[src/rtl/hbc_pkg.sv]
package hbc_pkg;
  localparam int WORD_W       = 32;
  localparam int NFLAG        = 3;
  localparam int FLAG_HALT    = 0;
  localparam int FLAG_BROKE   = 1;
  localparam int FLAG_IEN     = 2;
  // status word bit positions
  localparam int ST_CLR_HALT  = 0;
  localparam int ST_SET_HALT  = 1;
  localparam int ST_CLR_BROKE = 2;
  localparam int ST_CLR_IEN   = 3;
  localparam int ST_SET_IEN   = 4;
  localparam int ST_SET_BROKE = WORD_W - 1;

  typedef enum logic {HADDR_STATUS = 1'b0, HADDR_PC = 1'b1} haddr_e;

  typedef struct packed {
    logic [NFLAG-1:0] set;
    logic [NFLAG-1:0] clr;
  } flag_req_t;

  function automatic flag_req_t decode_word(input logic [WORD_W-1:0] w);
    flag_req_t r;
    r.set = '0;
    r.clr = '0;
    r.set[FLAG_HALT]  = w[ST_SET_HALT];
    r.clr[FLAG_HALT]  = w[ST_CLR_HALT];
    r.set[FLAG_BROKE] = w[ST_SET_BROKE];
    r.clr[FLAG_BROKE] = w[ST_CLR_BROKE];
    r.set[FLAG_IEN]   = w[ST_SET_IEN];
    r.clr[FLAG_IEN]   = w[ST_CLR_IEN];
    return r;
  endfunction
endpackage

[src/rtl/hbc_flag_bank.sv]
module hbc_flag_bank #(
  parameter int NBITS = 3,
  parameter logic [NBITS-1:0] RST_VAL = '0
) (
  input  logic             clk,
  input  logic             rst,
  input  logic [NBITS-1:0] set_i,
  input  logic [NBITS-1:0] clr_i,
  output logic [NBITS-1:0] q_o
);
  for (genvar i = 0; i < NBITS; i++) begin : g_flag
    always_ff @(posedge clk) begin
      if (rst)           q_o[i] <= RST_VAL[i];
      else if (clr_i[i]) q_o[i] <= 1'b0;
      else if (set_i[i]) q_o[i] <= 1'b1;
    end

    // clear beats set
    p_clr_wins_r6: assert property (@(posedge clk) disable iff (rst)
      clr_i[i] |=> !q_o[i]);
  end
endmodule

[src/rtl/hbc_pc_ctl.sv]
module hbc_pc_ctl #(
  parameter int PC_W        = 12,
  parameter int NSTAGES     = 5,
  parameter int KILL_STAGES = 3
) (
  input  logic               clk,
  input  logic               rst,
  input  logic               host_pc_wr_i,
  input  logic [PC_W-1:0]    host_pc_i,
  input  logic               brk_i,
  input  logic [PC_W-1:0]    brk_pc_i,
  input  logic               unhalt_i,
  output logic [NSTAGES-1:0] flush_o,
  output logic               redirect_o,
  output logic [PC_W-1:0]    redirect_pc_o
);
  localparam logic [PC_W-1:0] ALIGN_MASK = {{(PC_W-2){1'b1}}, 2'b00};

  logic [PC_W-1:0] resume_q;

  always_ff @(posedge clk) begin
    if (rst)               resume_q <= '0;
    else if (host_pc_wr_i) resume_q <= host_pc_i & ALIGN_MASK;
    else if (brk_i)        resume_q <= brk_pc_i & ALIGN_MASK;
  end

  always_ff @(posedge clk) begin
    if (rst) begin
      redirect_o    <= 1'b0;
      redirect_pc_o <= '0;
    end else begin
      redirect_o    <= host_pc_wr_i | unhalt_i;
      redirect_pc_o <= host_pc_wr_i ? (host_pc_i & ALIGN_MASK) : resume_q;
    end
  end

  for (genvar s = 0; s < NSTAGES; s++) begin : g_flush
    localparam bit KILL_ON_BRK = (s < KILL_STAGES);
    always_ff @(posedge clk) begin
      if (rst) flush_o[s] <= 1'b0;
      else     flush_o[s] <= host_pc_wr_i | (brk_i & KILL_ON_BRK);
    end
  end

  // host PC write discards every stage and redirects
  p_pc_flush_all_r5: assert property (@(posedge clk) disable iff (rst)
    host_pc_wr_i |=> (&flush_o && redirect_o));
  // leaving halt always redirects fetch
  p_unhalt_redirect_r3: assert property (@(posedge clk) disable iff (rst)
    unhalt_i |=> redirect_o);
  // saved PC only moves on a break or host PC write
  p_resume_hold_r9: assert property (@(posedge clk) disable iff (rst)
    (!host_pc_wr_i && !brk_i) |=> $stable(resume_q));
endmodule

[src/rtl/halt_brk_ctl.sv]
module halt_brk_ctl
  import hbc_pkg::*;
#(
  parameter int PC_W        = 12,
  parameter int NSTAGES     = 5,
  parameter int KILL_STAGES = 3
) (
  input  logic               clk,
  input  logic               rst,
  input  logic               host_wr_i,
  input  logic               host_addr_i,
  input  logic [31:0]        host_data_i,
  input  logic               core_st_wr_i,
  input  logic [31:0]        core_st_data_i,
  input  logic               ex_brk_i,
  input  logic [PC_W-1:0]    ex_next_pc_i,
  output logic               halt_o,
  output logic               broke_o,
  output logic               brk_irq_en_o,
  output logic               irq_o,
  output logic [NSTAGES-1:0] flush_o,
  output logic               redirect_o,
  output logic [PC_W-1:0]    redirect_pc_o
);
  localparam logic [WORD_W-1:0] USER_MASK = ~(WORD_W'(1) << ST_SET_BROKE);
  localparam logic [WORD_W-1:0] BRK_WORD  =
    (WORD_W'(1) << ST_SET_BROKE) | (WORD_W'(1) << ST_SET_HALT);
  localparam logic [NFLAG-1:0]  FLAG_RST  = NFLAG'(1) << FLAG_HALT;

  logic [NFLAG-1:0]  flags_q;
  logic              brk_eff, core_eff, host_st_wr, host_pc_wr, unhalt;
  logic [WORD_W-1:0] core_word, host_word;
  flag_req_t         core_req, host_req;
  logic [NFLAG-1:0]  set_all, clr_all;

  assign halt_o       = flags_q[FLAG_HALT];
  assign broke_o      = flags_q[FLAG_BROKE];
  assign brk_irq_en_o = flags_q[FLAG_IEN];

  // core-side update: a break or a coprocessor move, both dropped while halted
  assign brk_eff    = ex_brk_i & ~halt_o;
  assign core_eff   = core_st_wr_i & ~halt_o;
  assign core_word  = (core_eff ? (core_st_data_i & USER_MASK) : '0)
                    | (brk_eff ? BRK_WORD : '0);
  assign host_st_wr = host_wr_i & (host_addr_i == HADDR_STATUS);
  assign host_pc_wr = host_wr_i & (host_addr_i == HADDR_PC);
  assign host_word  = host_st_wr ? (host_data_i & USER_MASK) : '0;

  assign core_req = decode_word(core_word);
  assign host_req = decode_word(host_word);
  assign set_all  = core_req.set | host_req.set;
  assign clr_all  = core_req.clr | host_req.clr;
  assign unhalt   = halt_o & clr_all[FLAG_HALT];

  hbc_flag_bank #(.NBITS(NFLAG), .RST_VAL(FLAG_RST)) u_flags (
    .clk   (clk),
    .rst   (rst),
    .set_i (set_all),
    .clr_i (clr_all),
    .q_o   (flags_q)
  );

  always_ff @(posedge clk) begin
    if (rst) irq_o <= 1'b0;
    else     irq_o <= brk_eff & flags_q[FLAG_IEN];
  end

  hbc_pc_ctl #(.PC_W(PC_W), .NSTAGES(NSTAGES), .KILL_STAGES(KILL_STAGES)) u_pc (
    .clk           (clk),
    .rst           (rst),
    .host_pc_wr_i  (host_pc_wr),
    .host_pc_i     (host_data_i[PC_W-1:0]),
    .brk_i         (brk_eff),
    .brk_pc_i      (ex_next_pc_i),
    .unhalt_i      (unhalt),
    .flush_o       (flush_o),
    .redirect_o    (redirect_o),
    .redirect_pc_o (redirect_pc_o)
  );

  // break halts with broke in the following cycle
  p_brk_halts_r2: assert property (@(posedge clk) disable iff (rst)
    (brk_eff && !host_req.clr[FLAG_HALT] && !host_req.clr[FLAG_BROKE])
      |=> (halt_o && broke_o));
  // request only after a break with the enable set
  p_irq_src_r4: assert property (@(posedge clk) disable iff (rst)
    irq_o |-> $past(brk_eff && flags_q[FLAG_IEN]));
  // broke can only be raised by a break
  p_broke_src_r7: assert property (@(posedge clk) disable iff (rst)
    $rose(broke_o) |-> $past(brk_eff));
  // while halted only the host can move the flags
  p_halted_ignore_r9: assert property (@(posedge clk) disable iff (rst)
    (halt_o && !host_st_wr) |=> ($stable(broke_o) && $stable(brk_irq_en_o)));
endmodule

[config.mk]
export PLATFORM = sky130hd
export DESIGN_NAME = halt_brk_ctl
export DESIGN_NICKNAME = d
export VERILOG_FILES = /design/src/rtl/hbc_pkg.sv /design/src/rtl/hbc_flag_bank.sv /design/src/rtl/hbc_pc_ctl.sv /design/src/rtl/halt_brk_ctl.sv
export SDC_FILE = /design/constraint.sdc
export NUM_CORES = 1
export LEC_CHECK = 0
export ABC_AREA = 1
export CAP_MARGIN = 25
export CORE_MARGIN = 4
export CORE_UTILIZATION = 30
export DETAILED_ROUTE_END_ITERATION = 16
export PLACE_DENSITY = 0.79
export SLEW_MARGIN = 30
export SYNTH_ARGS = -nofsm -noshare
export SYNTH_HDL_FRONTEND = slang
export SYNTH_SLANG_ARGS = --single-unit
[constraint.sdc]
create_clock -name clk -period 1.4 [get_ports clk]
set_clock_uncertainty 0.2 [all_clocks]
set_input_delay 0.14 -clock clk [delete_from_list [all_inputs] [get_ports clk]]
set_output_delay 0.14 -clock clk [all_outputs]
set_load 0.005 [all_outputs]
==> summary.txt <==
Floorplan
  • Total I/O pin count: 104
  • Die H: 69.8 µm
  • Starting Density: 31.3%
  • Die Footprint: 4870 µm²
  • FP Rows: 22
  • Die Span X: 69.8 µm
  • CORE AREA: 3660 µm²

CTS
  • Clock latency on the worst-skew pair: 0.27 ns
  • CTS Buffer Depth: 2
  • CTS Buf Count: 3
  • CTS Hold Bufs: 0
  • CTS tree: built
  • Root Driver: clkbuf_8
  • H-tree lvl count: 1
  • Clock sink total: 27
  • Reg clk slew, reported paths: 0.09 ns

Pwr
  • Worst vdd ir: 0.000379 V
  • Sw frac: 24.1%
  • Psw: 375 µW
  • Flop pwr share: 52.9%
  • Clock power share: 28.2%
  • Int Power: 1180 µW
  • Combinational cell fraction of total power: 18.8%
  • PwrDens: 867 nW/µm²
  • Lkg Pwr: 0.000911 µW

Place
  • I/O Buffers: 52
  • Global placement routability congestion: 0.815
  • Hpwl dp: 2310 µm
  • Setup WS pre-CTS: -0.115 ns

Timing
  • Setup violations, final: 0
  • RSZ-0062 raised after global routing: false
  • Setup TNS: 0 ns
  • Hold Fails Final Rpt: 0
  • Setup slack after layout: 0.0853 ns
  • Fin crit period: 1.31 ns
  • Hold slack: 0.241 ns
  • Fmax: 761 MHz
  • Fin crit share: 93.9%
  • Fin. max-slew vios: 0

Synth
  • Largest area contributor in the netlist: dfxtp_1
  • Post-synth EDFFs: 0
  • Sequential fraction of the synthesis area: 47.2%
  • Syn avg cell area: 7.02 µm²
  • Ys flop type: dfxtp_1
  • Flops & latches, synth: 27
  • Top post-synthesis cells by area: dfxtp_1 (47%), nand2_1 (22%), nand3_1 (7.4%), a21oi_1 (4.8%), buf_4 (3.9%)
  • Post-synth cell types: 20
  • Asr flop ratio synth: 0%
  • Syn Inst Count: 163
  • Yosys top cell area share: 47.2%
  • Yosys warning total: 0
  • Synthesized area: 1140 µm²

Worst setup path
  • Crit-path slowest cell: dfxtp_4
  • CP Launch Type: flop
  • Worst path max stage delay: 0.35 ns
  • Setup CP Type: reg2reg
  • Critical Path End Type: flop
  • CP required: 1.41 ns
  • CP cell instances: buf_4, inv_1, nand2_1, nand2_2, nand2_2, buf_4, o21ai_1
  • Delay-heaviest family, CP: flip-flops
  • Crit-path max FO: 5
  • Buf/Inv on CP: 3
  • CP arrival: 1.32 ns

Drt
  • DR DRC count: 0
  • Routed wire length: 2930 µm
  • ANT nets after route: 0
  • Uppermost layer routed: met4
  • Met2 WL post-DR: 1520 µm
  • Met3 wire length: 136 µm
  • Vias: 1161
  • Via density: 4.27
  • WL per Instance: 10.8 µm
  • DRT Pass-1 Iters: 4
  • Initial DRC count: 49
  • Met1 wire length: 1230 µm

Cells and area
  • Net count, final: 307
  • Layout cell share with drive strength beyond 1: 11.6%
  • Area Overhead vs Synth: 56.5%
  • Antenna diodes: 0
  • Most common cell after layout, fill and taps aside: nand2_1
  • Most frequent cells in the layout: nand2_1 (68), clkdlybuf4s50_1 (32), dfxtp_1 (24), dlygate4sd2_1 (20), nand3_1 (17)

GRT
  • Initial antenna violation count: 0
  • Largest net degree at the start of global routing: 15
  • All-Layer GR Usage: 12.2%
  • Number of global-route vias before repair: 1158
  • First-pass GRT wire length: 4980 µm
  • Grt total ovfl: 0

Status
  • Outcome: finished clean

Hold path
  • Hold Path Class: in2reg

Flow run
  • Max Cap Viol: 0
power by group through the flow:
stage               logic [µW]  clock network (µW)  registers (µW)
floorplan                  123                   0             844
global placement           305                   0             842
detailed placement         309                   0             844
CTS                        295                 442             823
global route               326                 481             828
finish                     293                 439             823
worst reg2reg max path, delay by kind of cell, from the launching register on:
family / cells / cell delay (ns)
flops: 1 / 0.35
buf+inv: 3 / 0.34
simple gates: 3 / 0.26
compound gates: 1 / 0.11
Yosys cell counts, types with 2 or more instances:
master,number
dfxtp_1,27
buf_2,2
nand2_1,68
buf_4,6
nor2_1,8
o22ai_1,2
nand2_2,2
a21oi_1,11
nand3_1,17
inv_1,10
sequential cells by signal, summed over array words and instances, names as in the netlist:
register and count:
u_pc.flush_o 2, u_pc.resume_q 10, u_pc.redirect_pc_o 10, u_flags.q_o 3, u_pc.redirect_o 1, irq_o 1
per-stage QoR:
step	cells	utilization [%]	power, µW	cell area, µm²
6_report	272	48.9	1550	1790
5_1_grt	272	48.9	1640	1790
4_1_cts	272	48.9	1560	1790
3_5_place_dp	267	48.0	1150	1760
3_3_place_gp	267	48.0	1150	1760
2_1_floorplan	164	-	967	1150
final cells by class:
class / count / area, µm²
clock buffer: 4 / 45.0
tap: 48 / 60.1
fill: 372 / 1870
sequential: 27 / 547
multi-input combinational: 115 / 492
inverter: 12 / 47.5
timing repair buffer: 66 / 601
timing repair:
| action | 4_1_cts | 5_1_grt |
|---|---|---|
| gates resized for setup | 24 | 2 |
| cloned | 0 | 0 |
| buffers inserted | 1 | 0 |
| endpoints found under the setup margin | 20 | 2 |
final timing paths:
path / from / end / slack [ns] / cells past startpoint
max: u_flags.q_o[0] / u_pc.resume_q[2] / 0.09 / 7
min: host_data_i[8] / u_pc.redirect_pc_o[8] / 0.24 / 3
max reg2reg: u_flags.q_o[0] / u_pc.resume_q[2] / 0.09 / 7
min reg2reg: u_flags.q_o[2] / irq_o / 0.27 / 2
cells by family after synthesis:
kind of cell	after synthesis	synth area share (%)
simple gates	99	36.0
other cells	1	0.328
flops	27	47.2
compound gates	14	6.34
buf+inv	22	10.2
routing by layer:
layer / vias up / GRT usage [%]
met5: - / 0
met4: 0 / 3.83
met3: 4 / 1.88
met2: 25 / 23.2
met1: 504 / 13.7
li1: 628 / -
Note: power is estimated with default switching activity, not from simulation.
